[config.mk]
export PLATFORM = sky130hd
export DESIGN_NAME = gate_nonoverlap_seq
export DESIGN_NICKNAME = d
export VERILOG_FILES = /design/src/rtl/dtg_pkg.sv /design/src/rtl/dtg_timer.sv /design/src/rtl/gate_nonoverlap_seq.sv
export SDC_FILE = /design/constraint.sdc
export NUM_CORES = 1
export LEC_CHECK = 0
export BUFFER_PORTS_ARGS = -buffer_cell sky130_fd_sc_hd__buf_4
export CORE_UTILIZATION = 56
export CTS_BUF_LIST = sky130_fd_sc_hd__clkbuf_4 sky130_fd_sc_hd__clkbuf_8 sky130_fd_sc_hd__clkbuf_16
export DETAILED_ROUTE_END_ITERATION = 8
export PLACE_DENSITY = 0.76
export SKIP_LAST_GASP = 1
export SLEW_MARGIN = 30
export SYNTH_ARGS = -nofsm -noshare
export SYNTH_HDL_FRONTEND = slang
export SYNTH_SLANG_ARGS = --single-unit
[constraint.sdc]
create_clock -name clk -period 1.7 [get_ports clk]
set_clock_uncertainty 0.05 [all_clocks]
set_input_delay 0.085 -clock clk [delete_from_list [all_inputs] [get_ports clk]]
set_output_delay 0.085 -clock clk [all_outputs]
set_load 0.03 [all_outputs]
[src/rtl/dtg_pkg.sv]
package dtg_pkg;

    typedef enum logic [2:0] {
        PH_IDLE      = 3'd0,
        PH_HIGH      = 3'd1,
        PH_WAIT_NODE = 3'd2,
        PH_DLY_LOW   = 3'd3,
        PH_LOW       = 3'd4,
        PH_WAIT_GATE = 3'd5,
        PH_DLY_HIGH  = 3'd6
    } phase_e;

    typedef struct packed {
        phase_e ph;
        logic   hs;
        logic   ls;
    } seq_s;

    function automatic int cycles_up(input int span_ps, input int clk_ps);
        int c;
        c = (span_ps + clk_ps - 1) / clk_ps;
        return (c < 1) ? 1 : c;
    endfunction

endpackage

[src/rtl/dtg_timer.sv]
module dtg_timer #(
    parameter int MAX = 6,
    localparam int W  = $clog2(MAX + 1)
) (
    input  logic         clk,
    input  logic         rst_n,
    input  logic         clear,
    output logic [W-1:0] count
);

    logic [W-1:0] cnt_d, cnt_q;

    always_comb begin
        if (clear)
            cnt_d = '0;
        else if (cnt_q == W'(MAX))
            cnt_d = cnt_q;
        else
            cnt_d = cnt_q + W'(1);
    end

    always_ff @(posedge clk or negedge rst_n) begin
        if (!rst_n) cnt_q <= '0;
        else        cnt_q <= cnt_d;
    end

    assign count = cnt_q;

endmodule

[src/rtl/gate_nonoverlap_seq.sv]
module gate_nonoverlap_seq #(
    parameter int CLK_PS  = 5000,
    parameter int DEAD_PS = 30000,
    parameter int WDOG_PS = 240000
) (
    input  logic clk,
    input  logic rst_n,
    input  logic gate_en,
    input  logic hold_low,
    input  logic pwm_cmd,
    input  logic node_low,
    input  logic lgate_low,
    output logic hs_on,
    output logic ls_on
);
    import dtg_pkg::*;

    localparam int DLY_CYC = cycles_up(DEAD_PS, CLK_PS);
    localparam int WD_CYC  = cycles_up(WDOG_PS, CLK_PS);
    localparam int DW      = $clog2(DLY_CYC + 1);
    localparam int WW      = $clog2(WD_CYC + 1);
    localparam logic [DW-1:0] DLY_LAST = DW'(DLY_CYC - 1);
    localparam logic [WW-1:0] WD_LAST  = WW'(WD_CYC - 1);

    seq_s          st_d, st_q;
    logic          cmd;
    logic          dly_clr, wd_clr;
    logic [DW-1:0] dly_cnt;
    logic [WW-1:0] wd_cnt;

    assign cmd     = pwm_cmd & ~hold_low;
    assign dly_clr = !(st_q.ph == PH_DLY_LOW || st_q.ph == PH_DLY_HIGH);
    assign wd_clr  = (st_q.ph != PH_WAIT_NODE);

    dtg_timer #(.MAX(DLY_CYC)) u_dly (
        .clk(clk), .rst_n(rst_n), .clear(dly_clr), .count(dly_cnt)
    );

    dtg_timer #(.MAX(WD_CYC)) u_wdog (
        .clk(clk), .rst_n(rst_n), .clear(wd_clr), .count(wd_cnt)
    );

    always_comb begin
        st_d = st_q;
        unique case (st_q.ph)
            PH_IDLE:      st_d.ph = cmd ? PH_WAIT_GATE : PH_WAIT_NODE;
            PH_HIGH:      if (!cmd) st_d.ph = PH_WAIT_NODE;
            PH_WAIT_NODE: begin
                if (cmd)                 st_d.ph = PH_WAIT_GATE;
                else if (wd_cnt == WD_LAST) st_d.ph = PH_LOW;
                else if (node_low)       st_d.ph = PH_DLY_LOW;
            end
            PH_DLY_LOW: begin
                if (cmd)                      st_d.ph = PH_WAIT_GATE;
                else if (dly_cnt == DLY_LAST) st_d.ph = PH_LOW;
            end
            PH_LOW:       if (cmd) st_d.ph = PH_WAIT_GATE;
            PH_WAIT_GATE: begin
                if (!cmd)          st_d.ph = PH_WAIT_NODE;
                else if (lgate_low) st_d.ph = PH_DLY_HIGH;
            end
            PH_DLY_HIGH: begin
                if (!cmd)                     st_d.ph = PH_WAIT_NODE;
                else if (dly_cnt == DLY_LAST) st_d.ph = PH_HIGH;
            end
            default:      st_d.ph = PH_IDLE;
        endcase
        if (!gate_en) st_d.ph = PH_IDLE;
        st_d.hs = (st_d.ph == PH_HIGH);
        st_d.ls = (st_d.ph == PH_LOW);
    end

    always_ff @(posedge clk or negedge rst_n) begin
        if (!rst_n) st_q <= '{ph: PH_IDLE, hs: 1'b0, ls: 1'b0};
        else        st_q <= st_d;
    end

    assign hs_on = st_q.hs;
    assign ls_on = st_q.ls;

    AST_NO_OVERLAP: assert property (@(posedge clk) disable iff (!rst_n)
        hs_on |-> !ls_on);
    AST_DISABLE_OFF: assert property (@(posedge clk) disable iff (!rst_n)
        !gate_en |=> (!hs_on && !ls_on));
    AST_LS_AFTER_GAP: assert property (@(posedge clk) disable iff (!rst_n)
        $rose(ls_on) |-> ($past(dly_cnt) == DLY_LAST || $past(wd_cnt) == WD_LAST));
    AST_WDOG_BOUND: assert property (@(posedge clk) disable iff (!rst_n)
        (st_q.ph == PH_WAIT_NODE && wd_cnt == WD_LAST && gate_en && !cmd) |=> ls_on);
    AST_HS_AFTER_GAP: assert property (@(posedge clk) disable iff (!rst_n)
        $rose(hs_on) |-> $past(dly_cnt) == DLY_LAST);
    AST_RESTART_HIGH: assert property (@(posedge clk) disable iff (!rst_n)
        (st_q.ph == PH_DLY_LOW && cmd && gate_en) |=> (st_q.ph == PH_WAIT_GATE && !ls_on));
    AST_HOLD_LOW: assert property (@(posedge clk) disable iff (!rst_n)
        hold_low |=> !hs_on);

endmodule

== After elaboration in Yosys (flattened, before gate mapping) ==
Index checks and enable logic that the tools add are counted.
Widths: inputs -> output; s select.

* Word-level logic and storage cells: 44
* Register bits: 14

* Eq/ne operators: 15
* Bitwise operators: 2
* Muxes and demuxes: 18
* Add/sub/neg operators: 2
* Reduce and logical (&&, ||, !) cells: 2

{| class="wikitable"
|+ Operators by type and width
! operator !! count
|-
| $mux 3 || 15
|-
| $pmux 3 s7 || 1
|-
| $eq 3x3->1 const B || 6
|-
| $eq 6x6->1 const B || 2
|-
| $mux 6 || 2
|-
| $add 6x1->6 const B || 1
|-
| $eq 3x1->1 const B || 2
|-
| $eq 3x2->1 const B || 2
|-
| $add 3x1->3 const B || 1
|-
| $logic_not 3->1 || 1
|-
| $ne 3x2->1 const B || 1
|-
| $ne 2x1->1 const B || 1
|-
| $ne 2x2->1 const B || 1
|-
| $and 1x1->1 || 1
|-
| $logic_or 1x1->1 || 1
|-
| $not 1->1 || 1
|}

== Longest topological paths before layout ==
Gate-level depths: netlist of the first run.

* Depth in word-level cells: 6
* Gate-level depth with buffers: 6
* Mapped depth without buffers: 6

== Hierarchy ==
From an unflattened synthesis of the first run, not the netlist that was laid out.

* Cell total of the unflattened synthesis: 92
* Area, all modules: 935.9 µm²

{| class="wikitable"
|+ Modules (own cells, without submodules)
! module !! area an instance (µm²) !! cells each !! times used !! sequential area each (µm²)
|-
| gate_nonoverlap_seq || 452.9 || 46 || 1 || 125.1
|-
| dtg_timer (u_wdog) || 319.1 || 31 || 1 || 150.1
|-
| dtg_timer (u_dly) || 163.9 || 15 || 1 || 75.1
|}

== Least setup slack after synthesis of the first run ==
No wires, ideal clock.

* Kind: reg2reg
* From: register st_q[4] in the netlist's numbering
* To: register st_q (netlist bit ls_on)
* Cell stages (with the launch flop): 7
* Setup slack: 121 ps
* Data arrival time: 1409 ps
* Buffers on the path: 2
* Period minus slack after synthesis: 1579 ps
* Library setup time: 120 ps
* Cell sequence: dfrtp_1 -> buf_6 -> or3b_4 -> buf_6 -> a211oi_2 -> a311oi_1 -> and3b_1

{| class="wikitable"
|+ RTL lines
! element !! RTL line !! source
|-
| start, declared || gate_nonoverlap_seq.sv:25 || <nowiki>seq_s st_d, st_q;</nowiki>
|-
| start signal, assigned || gate_nonoverlap_seq.sv:74 || <nowiki>if (!rst_n) st_q <= '{ph: PH_IDLE, hs: 1'b0, ls: 1'b0};</nowiki>
|-
| start signal, assigned || gate_nonoverlap_seq.sv:75 || <nowiki>else st_q <= st_d;</nowiki>
|}

==> results of run 1 <==
==> kinds of logic after synthesis <==
logic type      after synthesis
compound gates               13
fa+ha+maj                     5
mux                           1
xor+xnor                      7
simple gates                 40
buf+inv                       9
flops                        14
==> final timing paths <==
kind / startpoint / endpoint / slack (ns) / depth (start not counted)
max in group asynchronous: rst_n / st_q[4] / 1.29 / 2
min in group asynchronous: rst_n / u_wdog.count[3] / 0.14 / 2
max: u_dly.count[1] / ls_on / 0.07 / 6
min: gate_en / st_q[3] / 0.1 / 3
max reg2reg: u_dly.count[1] / ls_on / 0.07 / 6
min reg2reg: u_wdog.count[5] / u_wdog.count[5] / 0.52 / 2
==> critical path, delay by kind of cell, from the launching register on <==
kind,cells,cell delay [ns]
compound gates,2,0.53
flops,1,0.41
simple gates,2,0.35
fa+ha+maj,1,0.13
buf+inv,1,0.10
==> synthesized netlist by cell type <==
library cell   n
ha_1           5
nor3b_1        1
inv_1          5
nand2_1        8
nor2b_1        3
xor2_1         2
buf_6          2
xnor2_1        5
nor2_1        12
a211oi_2       1
and3b_1        1
and2_2         1
a311oi_1       2
and3_2         1
a311o_1        1
a22o_1         1
nand2b_1       1
a21oi_1        2
clkbuf_8       1
or3b_4         1
nand3_1        3
mux2i_1        1
a222oi_1       1
o211a_1        1
buf_4          1
a211oi_1       1
nand4_1        1
a22oi_1        1
and2_1         1
nor3_1         2
and2b_2        2
dfrtp_1       14
and3_1         1
o211ai_1       1
o21ai_0        1
and4b_1        1
==> where the power goes <==
group | total (mW) | switching, mW | internal (mW) | leakage, nW
Sequential | 0.385 | 0.0309 | 0.354 | 0.191
Clock | 0.177 | 0.0948 | 0.0818 | 0.0138
Combinational | 0.185 | 0.0901 | 0.0948 | 0.286
==> sequential cells by signal, summed over array words and instances (netlist names) <==
register	flops
ls_on	1
u_dly.count	3
u_wdog.count	6
hs_on	1
st_q	3
==> placed cells by master, fill, tap and decap left out, drive strengths merged, types with 2 or more instances in the layout <==
master / n
xnor2: 5
nand2: 8
nand3: 3
a21oi: 2
ha: 5
clkbuf: 3
and3: 2
buf: 17
nor2: 12
and2: 2
a311oi: 2
and2b: 2
a211oi: 2
nor3: 2
xor2: 2
inv: 5
nor2b: 3
dfrtp: 14
==> repair_timing <==
item / 4_1_cts / 5_1_grt
resized for setup: 0 / 5
hold endpoints to repair: 14 / 0
buffers inserted: 0 / 4
setup endpoints to repair: 0 / 2
hold buffers: 1 / 0
==> routing by layer <==
layer  wire length [um]  vias to the layer above  part of all wire (%)
met4                  0                        0                     0
met1                820                      323                    50
met5                  0                        -                     0
li1                   -                      343                     -
met3                 51                        0                   3.1
met2                780                       20                    47
==> layout make-up <==
type / instances / area share [%]
clock buffer: 3 / 2.192
inverter: 5 / 1.827
multi-input combinational: 66 / 46.65
sequential: 14 / 34.10
tap: 15 / 1.827
timing repair buffer: 18 / 13.40
==> impl_metrics.tcl, run 1 <==
set metrics [dict create \
    grt_use_met2_pct 32.03 \
    final_cells 121 \
    finalPower_uw 746.6 \
    drc 0 \
    clk_latency_ns 0.27 \
    synth_xor_xnor_area_share_pct 7.071 \
    p_per_area_nw_per_um2 726.8 \
    setup_viol 0 \
    synth_area_um2 867.1 \
    coreArea_um2 1366 \
    fin_ws_ns 0.07119 \
    start_util_pct 63.46 \
    required_ns 1.86 \
    syn_nets 101 \
    crit_path_max_fanout 3 \
    cp_slowest_cell "a222oi_1" \
    cts.root.buffer_cell "clkbuf_4" \
    grt_start_max_net_pins 15 \
    slew_viol_final 0 \
    rows 13 \
    worstPathArrival_ns 1.79 \
    power.leakage_nw 0.4901 \
    final_hold_viol_count 0 \
    fin_area_um2 1027 \
    drt-total-wl_mm 1.651 \
    worst_pin_slew_ns 0.4174 \
    nFillCells 106 \
    path_cells "inv_1 -> ha_4 -> and2_2 -> o21ai_0 -> a222oi_1 -> and3b_1" \
    ios 9 \
    cts.clk_slew.worst_paths_ns 0.08 \
    final_nets 120 \
    timing.slew.headroom_pct 72.17 \
    dieWidth_um 41.35 \
    grt_use_met3_pct 3.191 \
    grt_overflow 0 \
    gp_congestion 0.8263 \
    initialDrtViolationCount 22 \
    drv_cap 0 \
    synth-compound-area-share_pct 12.27 \
    cp-start-kind "flop" \
    die_y_um 41.35 \
    synth_top_area_share_pct 40.40 \
    ys_warn_count 0 \
    antennaDiodeCount 0 \
    dp.cells 113 \
    critPathCaptureType "flop" \
    synth_fa_ha_area_share_pct 7.215 \
    ir_worst_vdd_v 0.0004583 \
    final_util_pct 75.18 \
    finalCritPeriodShare_pct 95.81 \
    seq_area_frac_synth_pct 40.40 \
    synth_top_family_by_area "simple AND/OR/NAND/NOR gates" \
    first_global_vias 553 \
    period_needed_ns 1.629 \
    ff_latch_area_um2 350.3 \
    ant_nets 0 \
    synthDistinctLibCells 36 \
    crit_path_max_incr_delay_ns 0.45 \
    syn_inst 89 \
    hold_path.class "input port to flop" \
    numCtsBuffers 3 \
    multi_input_area_um2 479.2 \
    grt_antenna_before_repair 0 \
    whs_ns 0.09763 \
    finalSetupTns_ns 0 \
    yosys.area_share.simple_pct 24.68 \
    synth_area_per_cell_um2 9.742 \
    dr_total_vias 686 \
    status "finished clean" \
    dieArea_um2 1710 \
    syn2layout_area_growth_pct 18.47 \
    drtPass1Iterations 4 \
    muxShareOfSynthArea_pct 1.154 \
    cts_buffer_depth 2 \
    ys_seq_elements 14 \
    numClockSinks 14 \
    grtUsageTotal_pct 20.78 \
    fmax_ghz 0.6139 \
    grt-busiest-layer "met2" \
    worstSetupPathType "flop to flop" \
    wl_per_cell_um 13.64 \
    cts_tree "done" \
    grt_pass1_wl_mm 2.339 \
    placed_area_um2 939.7 \
    port-buffer-count 8 \
    htreeDepth 1 \
    avgViaCountPerCell 5.669 \
    drive_gt1_share_pct 27.36 \
    netlist.top_cell.by_area "dfrtp_1" \
    grt_util_met1_pct 28.71 \
    preCtsSetupSlack_ns 0.03257 \
    hpwlAfterDp_mm 1.161 \
    synthTopCellsByArea "dfrtp_1 40%, ha_1 7.2%, nor2_1 5.2%" \
]
(Power assumes the default switching activity.)
==> run 2: changes to the inputs <==
- CORE_UTILIZATION: 56 -> 59
- CTS_BUF_LIST: sky130_fd_sc_hd__clkbuf_4 sky130_fd_sc_hd__clkbuf_8 sky130_fd_sc_hd__clkbuf_16 -> sky130_fd_sc_hd__clkbuf_8
- PLACE_DENSITY: 0.76 -> 0.8
==> impl_metrics.tcl, run 2 (synthesized netlist as in run 1, its figures left out) <==
set metrics [dict create \
    largest_register_ffs 6 \
    cp_top_family "compound AO/OA/AOI/OAI gates" \
    ant_nets 0 \
    grt_antenna_before_repair 0 \
    worstPathArrival_ns 1.77 \
    hpwlAfterDp_mm 1.206 \
    preCtsSetupSlack_ns -0.002621 \
    layout_commonest_cell "buf_4" \
    cts_tree "done" \
    numClockSinks 14 \
    initialDrtViolationCount 15 \
    timing.slew.headroom_pct 74.73 \
    crit_path_max_fanout 4 \
    power.leakage_nw 0.4946 \
    cts.clk_slew.worst_paths_ns 0.06 \
    drv_cap 0 \
    p_per_area_nw_per_um2 872.9 \
    required_ns 1.83 \
    hold_path.class "input port to flop" \
    avgViaCountPerCell 5.825 \
    critPathCaptureType "flop" \
    first_global_vias 595 \
    die_y_um 40.34 \
    worstSetupPathType "flop to flop" \
    final_cell_mix "15 x buf_4, 14 x dfrtp_1, 12 x nor2_1, 8 x nand2_1" \
    finalCritPeriodShare_pct 96.29 \
    final_hold_viol_count 0 \
    placed_area_um2 939.7 \
    setup_viol 0 \
    dr_total_vias 699 \
    worst_pin_slew_ns 0.3790 \
    cts_buffer_depth 2 \
    htreeDepth 1 \
    cp-start-kind "flop" \
    numCtsBuffers 3 \
    grt_pass1_wl_mm 2.490 \
    gp_congestion 0.7871 \
    drc 0 \
    antennaDiodeCount 0 \
    fmax_ghz 0.6109 \
    dp.cells 113 \
    final_cells 120 \
    wl_per_cell_um 14.19 \
    critPathBufInv 1 \
    grt_start_max_net_pins 15 \
    rows 13 \
    crit_path_max_incr_delay_ns 0.41 \
    cts.root.buffer_cell "clkbuf_8" \
    period_needed_ns 1.637 \
    syn2layout_area_growth_pct 19.05 \
    grt_overflow 0 \
    slew_viol_final 0 \
    dieWidth_um 40.34 \
    final_nets 118 \
    final_util_pct 77.39 \
    start_util_pct 65.01 \
    dieArea_um2 1627 \
    ios 9 \
    coreArea_um2 1334 \
    drt-total-wl_mm 1.703 \
    cp_slowest_cell "dfrtp_1" \
    drive_gt1_share_pct 25.71 \
    fin_area_um2 1032 \
    grtUsageTotal_pct 23.81 \
    status "finished clean" \
    ir_worst_vdd_v 0.0006956 \
    fin_ws_ns 0.06306 \
    port-buffer-count 8 \
    path_cells "inv_1 -> ha_2 -> a21oi_1 -> a22o_1 -> a222oi_1 -> and3b_1" \
    clk_latency_ns 0.24 \
    drtPass1Iterations 4 \
]
==> run 2: layer usage <==
layer,up-vias,share of wire [%],track usage [%]
met1,334,42,29.12
li1,335,-,-
met4,0,2.0,13.33
met5,-,0,0
met3,6,4.6,4.444
met2,24,51,38.89
==> run 2: metrics by stage <==
stage / hold WS, ns / setup TNS [ns] / power, mW
after floorplan: -0.2606 / 0 / 0.5192
after global placement: -0.1086 / 0 / 0.5628
after detailed placement: -0.1064 / -0.002621 / 0.5698
after CTS: 0.1160 / 0 / 0.9028
after global routing: 0.1491 / -0.007067 / 0.9395
final: 0.1256 / 0 / 0.9010
==> run 2: layout make-up <==
type | count | area [um2]
inverters | 5 | 18.77
well taps | 15 | 18.77
clock buffers | 4 | 55.05
multi-input cells | 66 | 466.7
repair buffers | 16 | 122.6
flip-flops and latches | 14 | 350.3
fillers | 83 | 301.5
==> run 2: power breakdown <==
part           switching [mW]  internal [mW]  total [mW]
combinational           0.105         0.0980       0.203
sequential             0.0207          0.355       0.376
clock                   0.118          0.205       0.323
==> run 2: path summary, 6_finish.rpt <==
| check | start | endpoint | slack (ns) | depth (start not counted) |
|---|---|---|---|---|
| worst max-delay path | u_dly.count[1] | ls_on | 0.06 | 6 |
| worst min-delay path | gate_en | st_q[2] | 0.13 | 3 |
| worst max register to register | u_dly.count[1] | ls_on | 0.06 | 6 |
| worst min register to register | u_wdog.count[5] | u_wdog.count[5] | 0.54 | 2 |
| max in group asynchronous | rst_n | u_dly.count[0] | 1.26 | 2 |
| min in group asynchronous | rst_n | st_q[2] | 0.17 | 2 |
==> run 2: worst reg2reg max path, cell delays in order (launching register included) <==
cell and delay (ns):
dfrtp_1 0.41, inv_1 0.07, ha_2 0.17, a21oi_1 0.10
a22o_1 0.25, a222oi_1 0.30, and3b_1 0.22
==> run 2: repair_timing <==
action,4_1_cts,5_1_grt
hold buffers,1,0
pin swaps,0,3
endpoints found under the hold margin,14,0
endpoints found under the setup margin,1,1
resized for setup,1,2
buffers inserted,0,2
==> run 3: changes to the inputs <==
- CORE_UTILIZATION: 59 -> 60
- PLACE_DENSITY: 0.8 -> 0.81
- clock period: 1.7 -> 1.9 ns (I/O delays scaled with it)
==> impl_metrics.tcl, run 3 (synthesized netlist as in run 1, its figures left out) <==
set metrics [dict create \
    final_cell_mix "14 x dfrtp_1, 12 x nor2_1, 9 x buf_4, 8 x nand2_1" \
    grt_antenna_before_repair 0 \
    cp_top_family "compound AO/OA/AOI/OAI gates" \
    grt_overflow 0 \
    crit_path_max_fanout 4 \
    critPathBufInv 0 \
    multi_input_area_um2 454.2 \
    dieArea_um2 1601 \
    drv_cap 0 \
    cts.root.buffer_cell "clkbuf_8" \
    setup_viol 0 \
    final_hold_viol_count 0 \
    drc 0 \
    critPathCaptureType "flop" \
    syn2layout_area_growth_pct 12.41 \
    cts.clk_slew.worst_paths_ns 0.05 \
    grt_start_max_net_pins 15 \
    gp_congestion 0.7581 \
    slew_viol_final 0 \
    top_layer_used "met3" \
    cp_slowest_cell "dfrtp_1" \
    ir_worst_vdd_v 0.0008293 \
    met3_length_um 57 \
    fmax_ghz 0.5755 \
    initialDrtViolationCount 12 \
    grt_pass1_wl_mm 2.449 \
    status "finished clean" \
    drt-total-wl_mm 1.497 \
    cts.repair.resized 0 \
    drive_gt1_share_pct 19.19 \
    grtUsageTotal_pct 24.59 \
    wl_met2_um 760 \
    numCtsBuffers 3 \
    timing.slew.headroom_pct 73.48 \
    first_global_vias 573 \
    whs_ns 0.1575 \
    worstSetupPathType "flop to flop" \
    path_cells "ha_1 -> and2_2 -> o211a_1 -> a311oi_1 -> and3b_1" \
    grt_setup_unrepaired "no" \
    final_nets 112 \
    start_util_pct 65.81 \
    period_needed_ns 1.738 \
    crit_path_max_incr_delay_ns 0.42 \
    drt-met1-wl_um 679 \
    p_per_area_nw_per_um2 785.1 \
    drtPass1Iterations 4 \
    ff_latch_area_um2 350.3 \
    ios 9 \
    final_util_pct 73.98 \
    rows 13 \
    avgViaCountPerCell 5.500 \
    finalSetupTns_ns 0 \
    dr_total_vias 627 \
    nFillCells 95 \
    ant_nets 0 \
    antennaDiodeCount 0 \
    cts_tree "done" \
    numClockSinks 14 \
    largest_register_ffs 6 \
    cp-start-kind "flop" \
    clk_latency_ns 0.24 \
    coreArea_um2 1318 \
    hpwlAfterDp_mm 1.119 \
    hold_path.class "input port to flop" \
    dieWidth_um 40.02 \
    power.leakage_nw 0.4646 \
    layout_commonest_cell "dfrtp_1" \
    required_ns 2.03 \
    port-buffer-count 8 \
    die_y_um 40.02 \
    cts_buffer_depth 2 \
    worstPathArrival_ns 1.86 \
    wl_per_cell_um 13.13 \
    htreeDepth 1 \
    finalCritPeriodShare_pct 91.45 \
    worst_pin_slew_ns 0.3979 \
]
run 3: cell types whose count changed in the layout (fill, tap and decap cells not counted), sizes merged:
| cell | delta |
|---|---|
| buf | -6 |
run 3: layout make-up:
| class | count | area share [%] |
|---|---|---|
| Timing Repair Buffer | 10 | 7.959 |
| Tap cell | 15 | 1.926 |
| Inverter | 5 | 1.926 |
| Sequential cell | 14 | 35.94 |
| Multi-Input combinational cell | 66 | 46.60 |
| Clock buffer | 4 | 5.648 |
run 3: final timing paths:
check | start | end | slack [ns] | depth (start not counted)
min in group asynchronous | rst_n | st_q[3] | 0.21 | 2
max in group asynchronous | rst_n | st_q[4] | 1.43 | 2
max | u_dly.count[0] | ls_on | 0.16 | 5
min reg2reg | u_wdog.count[5] | u_wdog.count[5] | 0.52 | 2
max reg2reg | u_dly.count[0] | ls_on | 0.16 | 5
min | gate_en | st_q[2] | 0.16 | 3
run 3: report_power, final:
part           switching, mW  total (mW)  internal, mW
clock network         0.0915       0.274         0.183
logic                 0.0748       0.145        0.0702
registers             0.0279       0.346         0.318
total                  0.194       0.765         0.571
run 3: stage by stage:
step	setup WS [ns]	area, um2	cells	power [mW]
6_report	0.1624	974.7	114	0.7652
3_5_place_dp	0.2294	909.6	109	0.4930
4_1_cts	0.1446	974.7	114	0.7759
2_1_floorplan	0.3209	867.1	89	0.4645
3_3_place_gp	0.2586	909.6	109	0.4872
5_1_grt	0.09484	974.7	114	0.8164
run 3: worst min-delay path, cell delays in order:
cell and delay, ns:
buf_4 0.07, nand2_1 0.10, nor2_1 0.13
run 3: metal layers:
metal | global-route usage [%] | up-vias
met5 | 0 | -
met4 | 7.759 | 0
met3 | 10.00 | 0
met2 | 39.11 | 15
met1 | 30.14 | 284
li1 | - | 328
run 3: timing repair:
action,4_1_cts,5_1_grt
buffers inserted,0,0
endpoints found under the setup margin,0,0
hold endpoints to repair,14,0
hold buffers,1,0
